$ cat src/rtl/fifo_pkg.sv
package fifo_pkg;
  typedef enum logic {
    PTR_LINEAR = 1'b0,
    PTR_SKIP   = 1'b1
  } ptr_style_e;
endpackage

$ cat src/rtl/fifo_ptr.sv
module fifo_ptr #(
  parameter int                  DEPTH = 6,
  parameter fifo_pkg::ptr_style_e STYLE = fifo_pkg::PTR_LINEAR,
  localparam int IDX_W = $clog2(DEPTH),
  localparam int PTR_W = IDX_W + 1
) (
  input  logic             clk,
  input  logic             rst,
  input  logic             adv,
  output logic [PTR_W-1:0] ptr,
  output logic [IDX_W-1:0] addr
);
  localparam bit POW2 = (DEPTH == (1 << IDX_W));

  generate
    if (POW2) begin : g_roll
      // plain binary rollover: the extra bit is the lap flag
      always_ff @(posedge clk) begin
        if (rst)      ptr <= '0;
        else if (adv) ptr <= ptr + 1'b1;
      end
      assign addr = ptr[IDX_W-1:0];
    end else if (STYLE == fifo_pkg::PTR_LINEAR) begin : g_linear
      localparam logic [PTR_W-1:0] LAST = PTR_W'(2 * DEPTH - 1);
      localparam logic [PTR_W-1:0] DEP  = PTR_W'(DEPTH);
      always_ff @(posedge clk) begin
        if (rst)           ptr <= '0;
        else if (adv) begin
          if (ptr == LAST) ptr <= '0;
          else             ptr <= ptr + 1'b1;
        end
      end
      // one conditional subtract in place of a modulo
      assign addr = IDX_W'((ptr >= DEP) ? (ptr - DEP) : ptr);
    end else begin : g_skip
      localparam logic [IDX_W-1:0] IDX_LAST = IDX_W'(DEPTH - 1);
      logic [IDX_W-1:0] idx;
      logic             lap;
      always_ff @(posedge clk) begin
        if (rst) begin
          idx <= '0;
          lap <= 1'b0;
        end else if (adv) begin
          if (idx == IDX_LAST) begin
            idx <= '0;
            lap <= ~lap;
          end else begin
            idx <= idx + 1'b1;
          end
        end
      end
      assign ptr  = {lap, idx};
      assign addr = idx;
    end
  endgenerate
endmodule

$ cat src/rtl/fifo_level.sv
module fifo_level #(
  parameter int                  DEPTH = 6,
  parameter fifo_pkg::ptr_style_e STYLE = fifo_pkg::PTR_LINEAR,
  localparam int IDX_W = $clog2(DEPTH),
  localparam int PTR_W = IDX_W + 1
) (
  input  logic [PTR_W-1:0] wptr,
  input  logic [PTR_W-1:0] rptr,
  output logic [PTR_W-1:0] count,
  output logic [PTR_W-1:0] free,
  output logic             full,
  output logic             empty
);
  localparam logic [PTR_W-1:0] DEP  = PTR_W'(DEPTH);
  localparam logic [PTR_W-1:0] SPAN = PTR_W'(2 * DEPTH);
  localparam bit POW2 = (DEPTH == (1 << IDX_W));

  generate
    if (POW2) begin : g_roll
      assign count = wptr - rptr;
      assign full  = (wptr[IDX_W] != rptr[IDX_W]) &&
                     (wptr[IDX_W-1:0] == rptr[IDX_W-1:0]);
    end else if (STYLE == fifo_pkg::PTR_LINEAR) begin : g_linear
      always_comb begin
        count = wptr - rptr;
        if (wptr < rptr) count = count + SPAN;
      end
      assign full = (count == DEP);
    end else begin : g_skip
      logic [PTR_W-1:0] widx, ridx;
      assign widx = {1'b0, wptr[IDX_W-1:0]};
      assign ridx = {1'b0, rptr[IDX_W-1:0]};
      always_comb begin
        if (wptr[IDX_W] == rptr[IDX_W]) count = widx - ridx;
        else                            count = widx + DEP - ridx;
      end
      assign full = (wptr[IDX_W] != rptr[IDX_W]) && (widx == ridx);
    end
  endgenerate

  assign empty = (wptr == rptr);
  assign free  = DEP - count;
endmodule

$ cat src/rtl/fifo_mem.sv
module fifo_mem #(
  parameter int DEPTH  = 6,
  parameter int DATA_W = 8,
  localparam int IDX_W = $clog2(DEPTH)
) (
  input  logic              clk,
  input  logic              rst,
  input  logic              we,
  input  logic [IDX_W-1:0]  waddr,
  input  logic [DATA_W-1:0] wdata,
  input  logic              re,
  input  logic [IDX_W-1:0]  raddr,
  output logic [DATA_W-1:0] rdata
);
  logic [DATA_W-1:0] store [DEPTH];

  always_ff @(posedge clk) begin
    if (we) store[waddr] <= wdata;
  end

  always_ff @(posedge clk) begin
    if (rst)     rdata <= '0;
    else if (re) rdata <= store[raddr];
  end
endmodule

$ cat src/rtl/npot_fifo.sv
module npot_fifo #(
  parameter int                  DATA_W    = 8,
  parameter int                  DEPTH     = 6,
  parameter fifo_pkg::ptr_style_e PTR_STYLE = fifo_pkg::PTR_LINEAR,
  localparam int IDX_W = $clog2(DEPTH),
  localparam int PTR_W = IDX_W + 1
) (
  input  logic              clk,
  input  logic              rst,
  input  logic [DATA_W-1:0] wr_data,
  input  logic              wr_valid,
  output logic              wr_full,
  input  logic              rd_ready,
  output logic [DATA_W-1:0] rd_data,
  output logic              rd_empty,
  output logic [PTR_W-1:0]  fill_count,
  output logic [PTR_W-1:0]  free_count
);
  logic             push, pop;
  logic [PTR_W-1:0] wptr, rptr;
  logic [IDX_W-1:0] waddr, raddr;

  assign push = wr_valid & ~wr_full;
  assign pop  = rd_ready & ~rd_empty;

  fifo_ptr #(.DEPTH(DEPTH), .STYLE(PTR_STYLE)) u_wptr (
    .clk(clk), .rst(rst), .adv(push), .ptr(wptr), .addr(waddr)
  );

  fifo_ptr #(.DEPTH(DEPTH), .STYLE(PTR_STYLE)) u_rptr (
    .clk(clk), .rst(rst), .adv(pop), .ptr(rptr), .addr(raddr)
  );

  fifo_level #(.DEPTH(DEPTH), .STYLE(PTR_STYLE)) u_level (
    .wptr(wptr), .rptr(rptr), .count(fill_count), .free(free_count),
    .full(wr_full), .empty(rd_empty)
  );

  fifo_mem #(.DEPTH(DEPTH), .DATA_W(DATA_W)) u_mem (
    .clk(clk), .rst(rst), .we(push), .waddr(waddr), .wdata(wr_data),
    .re(pop), .raddr(raddr), .rdata(rd_data)
  );
endmodule

$ cat config.mk
export PLATFORM = sky130hd
export DESIGN_NAME = npot_fifo
export DESIGN_NICKNAME = d
export VERILOG_FILES = /design/src/rtl/fifo_pkg.sv /design/src/rtl/fifo_ptr.sv /design/src/rtl/fifo_level.sv /design/src/rtl/fifo_mem.sv /design/src/rtl/npot_fifo.sv
export SDC_FILE = /design/constraint.sdc
export NUM_CORES = 1
export LEC_CHECK = 0
export CAP_MARGIN = 20
export CORE_MARGIN = 4
export CORE_UTILIZATION = 45
export DETAILED_ROUTE_END_ITERATION = 12
export GPL_ROUTABILITY_DRIVEN = 0
export GPL_TIMING_DRIVEN = 0
export PLACE_DENSITY = 0.7
export SYNTH_ARGS = -nofsm -noshare
export SYNTH_HDL_FRONTEND = slang
export SYNTH_SLANG_ARGS = --single-unit
$ cat constraint.sdc
create_clock -name clk -period 3.1 [get_ports clk]
set_clock_uncertainty 0.2 [all_clocks]
set_input_delay 0.465 -clock clk [delete_from_list [all_inputs] [get_ports clk]]
set_output_delay 0.465 -clock clk [all_outputs]
set_load 0.05 [all_outputs]
==> reports/qor.txt <==
Outcome: finished with violations
Failing checks: negative setup slack
Worst path slowest cell: dfxtp_4
Register Area: 0.00178 mm²
CTS tree: done
Synth cell types: 54
Via count: 2861
CTS Buffer Depth: 2
Fin Setup TNS: -0.0291 ns
Cell taking the most area after synthesis: edfxtp_1
DRT Pass-1 Iters: 5
Setup Slack @ Placement: -0.940 ns
Async SR Flop Fraction: 0%
WL/cell: 21.3 µm
CP arrival: 2.46 ns
Share of layout cells above drive strength 1: 30.8%
Root buffer cell: clkbuf_8
Hold WC Path Type: flip-flop to flip-flop
Count leader, synth: edfxtp_1
CP Class: flip-flop to output pin
Fin Hold WS: 0.297 ns
CTS sink cnt: 64
Fin. Hold Viols: 0
Row count: 31
1st-iter DRT viols: 242
Die Width: 95.2 µm
Mapped Cells: 288
R2r setup slk: 0.13 ns
R2R Path Start: u_rptr.ptr[0]
CTS Hold Bufs: 0
Worst Path Required: 2.43 ns
Avg Inst Size Synth: 11.9 µm²
Yosys top cell area share: 42.1%
Peak VDD IR: 0.384 mV
Crit-path max FO: 6
Netlist Area Pre-Place: 0.00342 mm²
Critical path endpoint category: output pin
Max cap viols: 0
Post-Route WL: 9790 µm
Final period util: 101%
IO Count: 30
Post-layout util: 62.5%
Number of buffers created by CTS: 9
WHS Endpoint: u_mem.rdata[6]
DP Area: 0.00391 mm²
Worst-Skew Late Latency: 0.33 ns
Startpoint Class: flip-flop
DIE AREA: 0.00907 mm²
PwrDens: 649 mW/mm²
RSZ-0062 raised after global routing: yes
Clock transition at path regs: 0.07 ns
Stages on the worst setup path: 10
Final-layout fill cell count: 549
Clock period minus worst slack: 3.13 ns
Yosys warns: 0
Antenna violations before repair: 0
Critical path cell sequence: ha_4, inv_2, fa_2, a211o_4, a21oi_4, buf_6, xnor2_2, buf_6, xnor2_4, buf_6
Multi-input logic area: 0.00173 mm²
Synth area leaders: edfxtp_1 (42%), dfxtp_1 (9.4%), mux2i_1 (4.7%)
Gr usage total: 22.8%
Die height: 95.2 µm
Worst Path Buf+Inv: 4
Sequential fraction of the synthesis area: 51.5%
Worst reg2reg path depth: 10
Slew HR: 55.8%
Initial Utilization: 46.7%
Worst hold start: u_mem.rdata[6]
Worst slew pin tran: 0.660 ns
Post-DRT Antenna Nets: 0
Port bufs: 28
Area grow syn2layout: 33.9%
Final setup viols: 1
Design area: 0.00458 mm²
Most used cell along the critical path: buf_6
Commonest cells post-synth: edfxtp_1 (48), nor2_1 (21), dfxtp_1 (16), mux2i_1 (16)
Crit-path leading delay family: adder cells
Nets: 380
Residual DRC: 0
Largest net degree at the start of global routing: 13
WHS Path Cells: 2
H-tree levels: 3
Max incr delay on CP: 0.41 ns
#FFs+latches synth: 64
Main flop type after synthesis: edfxtp_1
Core ar.: 0.00733 mm²
First-pass GRT wire length: 15300 µm
Syn_nets: 313
FF-to-FF End: u_mem.store[3][2]
Slew Viols, Final: 0
DR vias/cell: 6.23
Final HPWL DP: 5930 µm
Setup WS post-layout: -0.0291 ns
GR Overflow Total: 0
Number of global-route vias before repair: 2829
Leakage power: 1.57 nW
Ant. Diodes: 0
Fmax: 320 MHz
Number of enable flip-flop cells after synthesis: 48
## per-layer routing
metal  share of wire, %  track usage, %  vias to the layer above
met5                  0               0                        -
met4                2.7            9.62                        0
met3                7.7            4.58                       22
met2                 50            37.6                      135
met1                 39            29.2                     1406
li1                   -               -                     1298
## tightest hold or removal path: stages, from the launching register on
cell      delay, ns
dfxtp_1        0.31
nor2_1         0.09
a311oi_1       0.05
## cell type report
cell class,count,share of cell area [%]
Sequential cell,64,38.8
Multi-Input combinational cell,194,37.8
Timing Repair Buffer,58,12.0
Clock buffer,10,2.78
Tap cell,99,2.70
Clock inverter,6,2.38
Buffer,16,2.27
Inverter,12,1.26
## cells by family after synthesis
group                    after synthesis  synth area share [%]
adder cells (fa/ha/maj)               13                  4.97
multiplexers                          27                  8.63
AO/OA/AOI/OAI                         91                  20.7
XOR/XNOR                               4                  1.02
flip-flops                            64                  51.5
buffers and inverters                 30                  4.39
AND/OR/NAND/NOR                       59                  8.88
## per-stage QoR
stage | instances | power (W)
2_1_floorplan | 288 | 0.00172
3_3_place_gp | 415 | 0.00197
3_5_place_dp | 415 | 0.00199
4_1_cts | 452 | 0.00290
5_1_grt | 459 | 0.00310
6_report | 459 | 0.00297
## power breakdown
group | switching (W) | internal, W
Sequential | 0.0000458 | 0.000979
Combinational | 0.000663 | 0.000434
Clock | 0.000320 | 0.000533
Total | 0.00103 | 0.00195
## timing repair
action | in CTS | in global routing
pin swaps | 12 | 9
buffers inserted | 21 | 8
endpoints found under the setup margin | 67 | 62
gates resized for setup | 63 | 24
hold endpoints to repair | 0 | 0
## flip-flops by register name (all words and copies together) (netlist names)
signal / cells
u_mem.rdata: 8
u_rptr.ptr: 4
u_mem.store: 48
u_wptr.ptr: 4
## how the worst max path moves through the flow
| stage | from | slack, ns | endpoint |
|---|---|---|---|
| floorplan | u_wptr.ptr[0] | -0.1 | u_mem.store[4][0] |
| global placement | u_rptr.ptr[2] | -0.90 | wr_full |
| detailed placement | u_rptr.ptr[2] | -0.94 | wr_full |
| CTS | u_rptr.ptr[2] | -0.008 | wr_full |
| global route | u_rptr.ptr[0] | -0.1 | free_count[3] |
| finish | u_rptr.ptr[0] | -0.03 | free_count[3] |
## placed cells by master, fill, tap and decap left out, types with 7 or more instances in the layout
master / count
edfxtp_1: 48
buf_4: 29
clkdlybuf4s50_1: 22
nor2_1: 21
mux2i_1: 16
a31oi_1: 10
mux2_2: 10
o21ai_0: 10
dfxtp_1: 10
clkbuf_8: 9
o32ai_1: 8
a22oi_1: 8
a311oi_1: 8
inv_1: 7
a21oi_1: 7
nand2_1: 7
ha_1: 7
Power figures use the tool's default switching activity.
